**src/rtl/scan_pkg.sv**
```systemverilog
package scan_pkg;
  // Strobes from the control to the datapath, one set per clock.
  typedef struct packed {
    logic act;        // a pixel is accepted this clock
    logic fg;         // accepted pixel is foreground
    logic runBegin;   // left background, current foreground
    logic runInside;  // left foreground, current foreground
    logic tailAfter;  // left foreground, current background
    logic edgeEnd;    // foreground pixel in the last column
    logic lineStart;  // pixel is column 0
    logic firstRow;   // pixel is in row 0 of the frame
    logic bank;       // record bank written in this row
  } scanStrobe_t;
endpackage

```
**src/rtl/row_record.sv**
```systemverilog
module row_record #(
  parameter int COLS  = 16,
  parameter int LAB_W = 4,
  localparam int COL_W = $clog2(COLS)
) (
  input  logic             clk,
  input  logic             rstN,
  input  logic             rdBank,
  input  logic [COL_W-1:0] rdCol,
  output logic             rdFg,
  output logic             rdStart,
  output logic [LAB_W-1:0] rdLabel,
  input  logic             pixWe,
  input  logic             wrBank,
  input  logic [COL_W-1:0] wrCol,
  input  logic             wrFg,
  input  logic             wrStart,
  input  logic             labWe,
  input  logic [COL_W-1:0] labCol,
  input  logic [LAB_W-1:0] labVal
);
  logic [1:0]       fgArr;
  logic [1:0]       stArr;
  logic [LAB_W-1:0] labArr [2];

  for (genvar b = 0; b < 2; b++) begin : g_bank
    logic [COLS-1:0]  fgBits;
    logic [COLS-1:0]  stBits;
    logic [LAB_W-1:0] labMem [COLS];

    always_ff @(posedge clk or negedge rstN) begin
      if (!rstN) begin
        fgBits <= '0;
        stBits <= '0;
      end else if (pixWe && (wrBank == 1'(b))) begin
        fgBits[wrCol] <= wrFg;
        stBits[wrCol] <= wrStart;
      end
    end

    // Separate write port for the head-column label at a run's close.
    always_ff @(posedge clk) begin
      if (labWe && (wrBank == 1'(b))) labMem[labCol] <= labVal;
    end

    assign fgArr[b]  = fgBits[rdCol];
    assign stArr[b]  = stBits[rdCol];
    assign labArr[b] = labMem[rdCol];
  end

  assign rdFg    = fgArr[rdBank];
  assign rdStart = stArr[rdBank];
  assign rdLabel = labArr[rdBank];
endmodule

```
**src/rtl/scan_ctrl.sv**
```systemverilog
module scan_ctrl
  import scan_pkg::*;
#(
  parameter int COLS = 16,
  parameter int ROWS = 16,
  localparam int COL_W = $clog2(COLS),
  localparam int CW1   = $clog2(COLS + 1),
  localparam int ROW_W = $clog2(ROWS)
) (
  input  logic             clk,
  input  logic             rstN,
  input  logic             pixValid,
  input  logic             pixData,
  input  logic             lineStart,
  input  logic             frameStart,
  output scanStrobe_t      strb,
  output logic [COL_W-1:0] colIdx,
  output logic [ROW_W-1:0] rowIdx
);
  logic [CW1-1:0]   colReg, curCol;
  logic [ROW_W-1:0] rowReg, curRow;
  logic             prevPix, leftFg, outside;

  always_comb begin
    curCol = lineStart ? '0 : colReg;
    if (frameStart)     curRow = '0;
    else if (lineStart) curRow = rowReg + 1'b1;
    else                curRow = rowReg;
  end

  assign leftFg  = lineStart ? 1'b0 : prevPix;
  assign outside = pixValid & ~pixData & ~leftFg;

  always_comb begin
    strb.act       = pixValid;
    strb.fg        = pixValid & pixData;
    strb.runBegin  = pixValid & pixData & ~leftFg;
    strb.runInside = pixValid & pixData & leftFg;
    strb.tailAfter = pixValid & ~pixData & leftFg;
    strb.edgeEnd   = pixValid & pixData & (curCol == CW1'(COLS - 1));
    strb.lineStart = lineStart;
    strb.firstRow  = (curRow == '0);
    strb.bank      = curRow[0];
  end

  assign colIdx = curCol[COL_W-1:0];
  assign rowIdx = curRow;

  always_ff @(posedge clk or negedge rstN) begin
    if (!rstN) begin
      colReg  <= '0;
      rowReg  <= '0;
      prevPix <= 1'b0;
    end else if (pixValid) begin
      colReg  <= curCol + 1'b1;
      rowReg  <= curRow;
      prevPix <= pixData;
    end
  end

  // Each accepted pixel falls in exactly one of the four positions.
  assert_one_class_R1: assert property (@(posedge clk) disable iff (!rstN)
    pixValid |-> $countones({strb.runBegin, strb.runInside, strb.tailAfter, outside}) == 1);

  // Rows are no longer than COLS pixels between line markers.
  assert_row_length_R8: assert property (@(posedge clk) disable iff (!rstN)
    (pixValid && !lineStart) |-> (colReg < CW1'(COLS)));
endmodule

```
**src/rtl/scan_datapath.sv**
```systemverilog
module scan_datapath
  import scan_pkg::*;
#(
  parameter int COLS = 16,
  parameter int ROWS = 16,
  localparam int COL_W = $clog2(COLS),
  localparam int ROW_W = $clog2(ROWS),
  localparam int LAB_W = $clog2(COLS / 2 + 1),
  localparam int CNT_W = $clog2(COLS + 1),
  localparam int SC_W  = $clog2(COLS * (COLS - 1) / 2 + 1),
  localparam int SR_W  = $clog2(COLS * (ROWS - 1) + 1)
) (
  input  logic             clk,
  input  logic             rstN,
  input  scanStrobe_t      strb,
  input  logic [COL_W-1:0] colIdx,
  input  logic [ROW_W-1:0] rowIdx,
  output logic             evValid,
  output logic [CNT_W-1:0] evCount,
  output logic [SC_W-1:0]  evSumCol,
  output logic [SR_W-1:0]  evSumRow,
  output logic             evOverlap,
  output logic [LAB_W-1:0] evPrevLabel,
  output logic [LAB_W-1:0] evLabel,
  output logic             eqValid,
  output logic [LAB_W-1:0] eqLabelA,
  output logic [LAB_W-1:0] eqLabelB
);
  logic             rdFg, rdStart, recFg, recStart;
  logic [LAB_W-1:0] rdLabel, trackLabel, lastLabel, curPrevLabel;
  logic [LAB_W-1:0] baseLast, lastNext, newCnt, labUse;
  logic             ovSeen, baseOv, ovNext, overlapNow, eqNow, evTrig;
  logic [COL_W-1:0] runHead, headCol;
  logic [CNT_W-1:0] accCnt, accCntNext;
  logic [SC_W-1:0]  accCol, accColNext;
  logic [SR_W-1:0]  accRow, accRowNext;

  row_record #(.COLS(COLS), .LAB_W(LAB_W)) u_rec (
    .clk(clk), .rstN(rstN),
    .rdBank(~strb.bank), .rdCol(colIdx),
    .rdFg(rdFg), .rdStart(rdStart), .rdLabel(rdLabel),
    .pixWe(strb.act), .wrBank(strb.bank), .wrCol(colIdx),
    .wrFg(strb.fg), .wrStart(strb.runBegin),
    .labWe(evTrig), .labCol(headCol), .labVal(labUse)
  );

  // The row above does not exist for row 0.
  assign recFg    = rdFg & ~strb.firstRow;
  assign recStart = rdStart & ~strb.firstRow;

  always_comb begin
    overlapNow   = strb.fg & recFg;
    curPrevLabel = recStart ? rdLabel : trackLabel;
    baseOv       = strb.runInside ? ovSeen : 1'b0;
    baseLast     = strb.runInside ? lastLabel : '0;
    ovNext       = baseOv | overlapNow;
    lastNext     = overlapNow ? curPrevLabel : baseLast;
    eqNow        = strb.runInside & recStart & ovSeen;
    evTrig       = strb.tailAfter | strb.edgeEnd;
    labUse       = strb.lineStart ? LAB_W'(1) : newCnt;
    headCol      = strb.runBegin ? colIdx : runHead;
    if (strb.runBegin) begin
      accCntNext = CNT_W'(1);
      accColNext = SC_W'(colIdx);
      accRowNext = SR_W'(rowIdx);
    end else begin
      accCntNext = accCnt + 1'b1;
      accColNext = accCol + SC_W'(colIdx);
      accRowNext = accRow + SR_W'(rowIdx);
    end
  end

  always_ff @(posedge clk or negedge rstN) begin
    if (!rstN) begin
      accCnt <= '0; accCol <= '0; accRow <= '0;
      ovSeen <= 1'b0; lastLabel <= '0; runHead <= '0;
      trackLabel <= '0; newCnt <= LAB_W'(1);
    end else if (strb.act) begin
      if (strb.fg) begin
        accCnt    <= accCntNext;
        accCol    <= accColNext;
        accRow    <= accRowNext;
        ovSeen    <= ovNext;
        lastLabel <= lastNext;
        if (strb.runBegin) runHead <= colIdx;
      end
      if (recStart) trackLabel <= rdLabel;
      newCnt <= labUse + LAB_W'(evTrig);
    end
  end

  always_ff @(posedge clk or negedge rstN) begin
    if (!rstN) begin
      evValid <= 1'b0; evCount <= '0; evSumCol <= '0; evSumRow <= '0;
      evOverlap <= 1'b0; evPrevLabel <= '0; evLabel <= '0;
      eqValid <= 1'b0; eqLabelA <= '0; eqLabelB <= '0;
    end else begin
      evValid <= evTrig;
      eqValid <= eqNow;
      if (evTrig) begin
        evLabel <= labUse;
        if (strb.edgeEnd) begin
          evCount <= accCntNext; evSumCol <= accColNext; evSumRow <= accRowNext;
          evOverlap <= ovNext; evPrevLabel <= lastNext;
        end else begin
          evCount <= accCnt; evSumCol <= accCol; evSumRow <= accRow;
          evOverlap <= ovSeen; evPrevLabel <= lastLabel;
        end
      end
      if (eqNow) begin
        eqLabelA <= lastLabel;
        eqLabelB <= rdLabel;
      end
    end
  end

  assert_count_nonzero_R2: assert property (@(posedge clk) disable iff (!rstN)
    evValid |-> (evCount != '0) && (evCount <= CNT_W'(COLS)));

  assert_prev_label_R5: assert property (@(posedge clk) disable iff (!rstN)
    evValid |-> (evOverlap ? (evPrevLabel != '0) : (evPrevLabel == '0)));

  assert_label_range_R6: assert property (@(posedge clk) disable iff (!rstN)
    evValid |-> (evLabel != '0) && (evLabel <= LAB_W'(COLS / 2)));

  assert_eq_distinct_R7: assert property (@(posedge clk) disable iff (!rstN)
    eqValid |-> (eqLabelA != '0) && (eqLabelB != '0) && (eqLabelA != eqLabelB));

  assert_idle_quiet_R8: assert property (@(posedge clk) disable iff (!rstN)
    !strb.act |=> !evValid && !eqValid);
endmodule

```
**src/rtl/run_scanner.sv**
```systemverilog
module run_scanner
  import scan_pkg::*;
#(
  parameter int COLS = 16,
  parameter int ROWS = 16,
  localparam int COL_W = $clog2(COLS),
  localparam int ROW_W = $clog2(ROWS),
  localparam int LAB_W = $clog2(COLS / 2 + 1),
  localparam int CNT_W = $clog2(COLS + 1),
  localparam int SC_W  = $clog2(COLS * (COLS - 1) / 2 + 1),
  localparam int SR_W  = $clog2(COLS * (ROWS - 1) + 1)
) (
  input  logic             clk,
  input  logic             rstN,
  input  logic             pixValid,
  input  logic             pixData,
  input  logic             lineStart,
  input  logic             frameStart,
  output logic             evValid,
  output logic [CNT_W-1:0] evCount,
  output logic [SC_W-1:0]  evSumCol,
  output logic [SR_W-1:0]  evSumRow,
  output logic             evOverlap,
  output logic [LAB_W-1:0] evPrevLabel,
  output logic [LAB_W-1:0] evLabel,
  output logic             eqValid,
  output logic [LAB_W-1:0] eqLabelA,
  output logic [LAB_W-1:0] eqLabelB
);
  scanStrobe_t      strb;
  logic [COL_W-1:0] colIdx;
  logic [ROW_W-1:0] rowIdx;

  scan_ctrl #(.COLS(COLS), .ROWS(ROWS)) u_ctrl (
    .clk(clk), .rstN(rstN), .pixValid(pixValid), .pixData(pixData),
    .lineStart(lineStart), .frameStart(frameStart),
    .strb(strb), .colIdx(colIdx), .rowIdx(rowIdx)
  );

  scan_datapath #(.COLS(COLS), .ROWS(ROWS)) u_dp (
    .clk(clk), .rstN(rstN), .strb(strb), .colIdx(colIdx), .rowIdx(rowIdx),
    .evValid(evValid), .evCount(evCount), .evSumCol(evSumCol),
    .evSumRow(evSumRow), .evOverlap(evOverlap), .evPrevLabel(evPrevLabel),
    .evLabel(evLabel), .eqValid(eqValid), .eqLabelA(eqLabelA), .eqLabelB(eqLabelB)
  );
endmodule

```
**config.mk**
```make
export PLATFORM = sky130hd
export DESIGN_NAME = run_scanner
export DESIGN_NICKNAME = d
export VERILOG_FILES = /design/src/rtl/scan_pkg.sv /design/src/rtl/row_record.sv /design/src/rtl/scan_ctrl.sv /design/src/rtl/scan_datapath.sv /design/src/rtl/run_scanner.sv
export SDC_FILE = /design/constraint.sdc
export NUM_CORES = 1
export LEC_CHECK = 0
export BUFFER_PORTS_ARGS = -buffer_cell sky130_fd_sc_hd__buf_2
export CAP_MARGIN = 20
export CORE_AREA = 2 2 164 206
export DETAILED_ROUTE_END_ITERATION = 8
export DIE_AREA = 0 0 166 208
export HOLD_SLACK_MARGIN = 0.02
export PLACE_DENSITY = 0.62
export RECOVER_POWER = 100
export SYNTH_ARGS = -nofsm -noshare
export SYNTH_HDL_FRONTEND = slang
export SYNTH_SLANG_ARGS = --single-unit
```
**constraint.sdc**
```tcl
create_clock -name clk -period 2.85 [get_ports clk]
set_input_delay 0.285 -clock clk [delete_from_list [all_inputs] [get_ports clk]]
set_output_delay 0.285 -clock clk [all_outputs]
set_load 0.05 [all_outputs]
```
==> results.toml <==
[critical_path]
slowest_stage = "dfrtp_2"
critical_path.top_delay_family = "multiplexers"
path_max_fanout = 15
crit_chain = "buf_4 > buf_6 > clkbuf_2 > mux2_2 > a222oi_1 > o21ai_0 > o22a_1 > mux2i_1 > mux2i_1"
cp_common_cell = "mux2i_1"
arrival_ns = 3.14
worstSetupPathType = "reg2reg"
cpPeakStageDelay_ns = 0.42
crit_required_ns = 3.26
end_kind = "flop"
crit_buf_inv = 3
cp-start-kind = "flop"

[power]
leakage_nw = 5.941
irDropWorstVdd_v = 0.0006384
finalPower_w = 0.01129
power_density_nw_per_um2 = 757.8

[layout]
layout_common_cells = "dfrtp_1 (148), edfxtp_1 (128), nand2_1 (92), o21ai_0 (79), mux2_2 (62)"
diodes = 0
final_net_count = 1169
final_layout_size_suffix_gt1_frac = 0.2093
n_fill_cell = 2961
fin_cells = 1584
final_common_cell = "dfrtp_1"
areaGrowthSynthToFinish_pct = 16.00
multi_input_area_um2 = 4927
seqCellArea_um2 = 7600

[yosys]
synth_top_family_by_area = "multiplexers"
synthMuxAreaShare = 0.1293
yosys-top-cells-area = "edfxtp_1 (30%), dfrtp_1 (29%), mux2_2 (5.6%)"
ys.flop_type = "dfrtp_1"
post-synth-top-area-fraction = 0.2992
yosysTopAreaCell = "edfxtp_1"
synthSimpleGateAreaFrac = 0.1135
syn-num-nets = 1077
syn_area_per_cell_um2 = 12.21
synth_seq_cells = 278
yosysWarnings = 0
synth_fa_ha_area_frac = 0.01967
synth_cells = 1052
synth_edf_count = 128
synth_compound_area_frac = 0.1105
async_reset_ff_frac = 0.5396
synth_xor_area_frac = 0.004772
yosysSeqAreaShare = 0.5914
ys_types = 70
syn-cell-area_um2 = 12850

[timing]
tightest_slew_ns = 1.609
finalCritPeriodShare = 0.9580
hold_viol = 0
tns_ns = 0
max_slew_margin = -0.07287
worst_slack_ns = 0.1196
rsz0062_at_grt = "false"
fmax_mhz = 366.2
layout_min_cycle_time_ns = 2.730
whs_ns = 0.09059
clock_skew_ns = 0.01425
finalSetupViolCount = 0
slew_violations = 133

[global_route]
antenna_found_initial = 0
grt_first_pass_wirelength_um = 50190
grt_max_degree = 65
grt_pass1_vias = 8845
grt_overflow = 0
grt_usage = 0.1812

[routing]
avgViaCountPerCell = 5.494
route.detailed.drc = 0
drt-initial-drc-count = 603
first_pass_iters = 5
drt-total-wl_um = 31550
ant_nets = 0
route.detailed.wl_per_inst_um = 19.92
vias = 8702

[outcome]
outcome = "complete, but fails checks"
violations = "capacitance limit, slew limit"

[placed_design]
place_ws_ns = 0.09477
port_buffers = 44
gp_congestion = 0.8550
dpl.hpwl_um = 21840
dpl.cell_count = 1525

[die]
core_area_um2 = 32500
die_h_um = 208
fp-row-count = 74
die_area_um2 = 34530
die_w_um = 166
num_io_pins = 45
start_util = 0.3954

[clocking]
cts_tree = "built"
cts-root-buf = "clkbuf_16"
cts_sinks = 278
cts_made_buffers = 29
clk_latency_ns = 0.55
cts.clk_slew.worst_paths_ns = 0.06
cts_buffer_depth = 3
h-tree-depth = 1

[worst_hold_path]
min_path_type = "in2reg"

[job]
maxCapViolCount = 3
[synth_stat cells (14+ instances only)]
cell type	instances
dfrtp_1	149
edfxtp_1	128
nand2_1	94
nor2_1	81
o21ai_0	76
mux2_2	64
mux2i_1	52
a21oi_1	46
clkbuf_1	31
buf_2	22
nor3b_1	21
nor3_1	18
ha_1	17
inv_1	17
nand3_1	17
nand2b_1	15
nor2b_1	14
[final timing paths]
| kind | from | endpoint | slack (ns) | cells past startpoint |
|---|---|---|---|---|
| max | u_ctrl.colReg[0]$_DFFE_PN0P_ | u_dp.lastLabel[0]$_DFFE_PN0P_ | 0.12 | 9 |
| min | pixValid | u_ctrl.colReg[2]$_DFFE_PN0P_ | 0.09 | 3 |
| max reg2reg | u_ctrl.colReg[0]$_DFFE_PN0P_ | u_dp.lastLabel[0]$_DFFE_PN0P_ | 0.12 | 9 |
| min reg2reg | u_dp.u_rec.g_bank[0].stBits[10]$_DFFE_PN0P_ | u_dp.u_rec.g_bank[0].stBits[10]$_DFFE_PN0P_ | 0.48 | 2 |
| max in group asynchronous | rstN | u_ctrl.colReg[0]$_DFFE_PN0P_ | 0.61 | 3 |
| min in group asynchronous | rstN | u_dp.u_rec.g_bank[0].stBits[6]$_DFFE_PN0P_ | 0.69 | 2 |
[power by group]
part	leakage (nW)	total, W	internal (W)	switching, W
logic	2.32	0.00253	0.000949	0.00158
registers	3.15	0.00487	0.00460	0.000268
clock network	0.474	0.00390	0.00234	0.00156
total	5.94	0.0113	0.00789	0.00340
[state kept, by name, indices dropped and copies added, names as in the netlist, 5 cells and up]
name / flops
u_dp.accCol: 7
u_dp.u_rec.g_bank.labMem: 128
u_dp.accCnt: 5
u_dp.evCount: 5
u_dp.evSumCol: 7
u_dp.u_rec.g_bank.stBits: 32
u_dp.evSumRow: 8
u_ctrl.colReg: 5
u_dp.u_rec.g_bank.fgBits: 32
u_dp.accRow: 8
[logic make-up after synthesis]
family                     Yosys count
and+or+nand+nor                    303
adders and majority gates           19
muxes                              139
AOI/OAI and AO/OA                  220
DFF                                278
xor gates and xnor gates             7
buffers and inverters               86
[worst reg2reg max path: stages (launching register included)]
cell and delay, ns:
dfrtp_2 0.42, buf_4 0.13, buf_6 0.18, clkbuf_2 0.30, mux2_2 0.39, a222oi_1 0.35, o21ai_0 0.13, o22a_1 0.29
mux2i_1 0.28, mux2i_1 0.12
[through the flow]
step                  util  cell area (um2)
finish              0.4586            14900
global route        0.4586            14900
CTS                 0.4632            15050
detailed placement  0.4323            14050
global placement    0.4323            14050
floorplan                -            12980
[metal layers]
metal | GRT usage | part of all wire | vias up
met5 | 0 | 0 | -
met4 | 0.05697 | 0.027 | 0
met3 | 0.02435 | 0.043 | 61
met2 | 0.3195 | 0.50 | 197
met1 | 0.2313 | 0.43 | 4368
li1 | - | - | 4076
[repair_timing]
action | CTS | global route
gates resized for setup | 0 | 4
endpoints found under the setup margin | 0 | 82
buffers inserted | 0 | 4
hold buffers | 2 | 0
endpoints found under the hold margin | 63 | 0
[layout make-up]
cell class / count / area share
Sequential cell: 278 / 0.5099
Tap cell: 418 / 0.03509
Timing Repair Buffer: 128 / 0.05356
Inverter: 19 / 0.004953
Clock inverter: 19 / 0.01528
Multi-Input combinational cell: 688 / 0.3306
Clock buffer: 34 / 0.05062
Note: power is estimated with default switching activity, not from simulation.
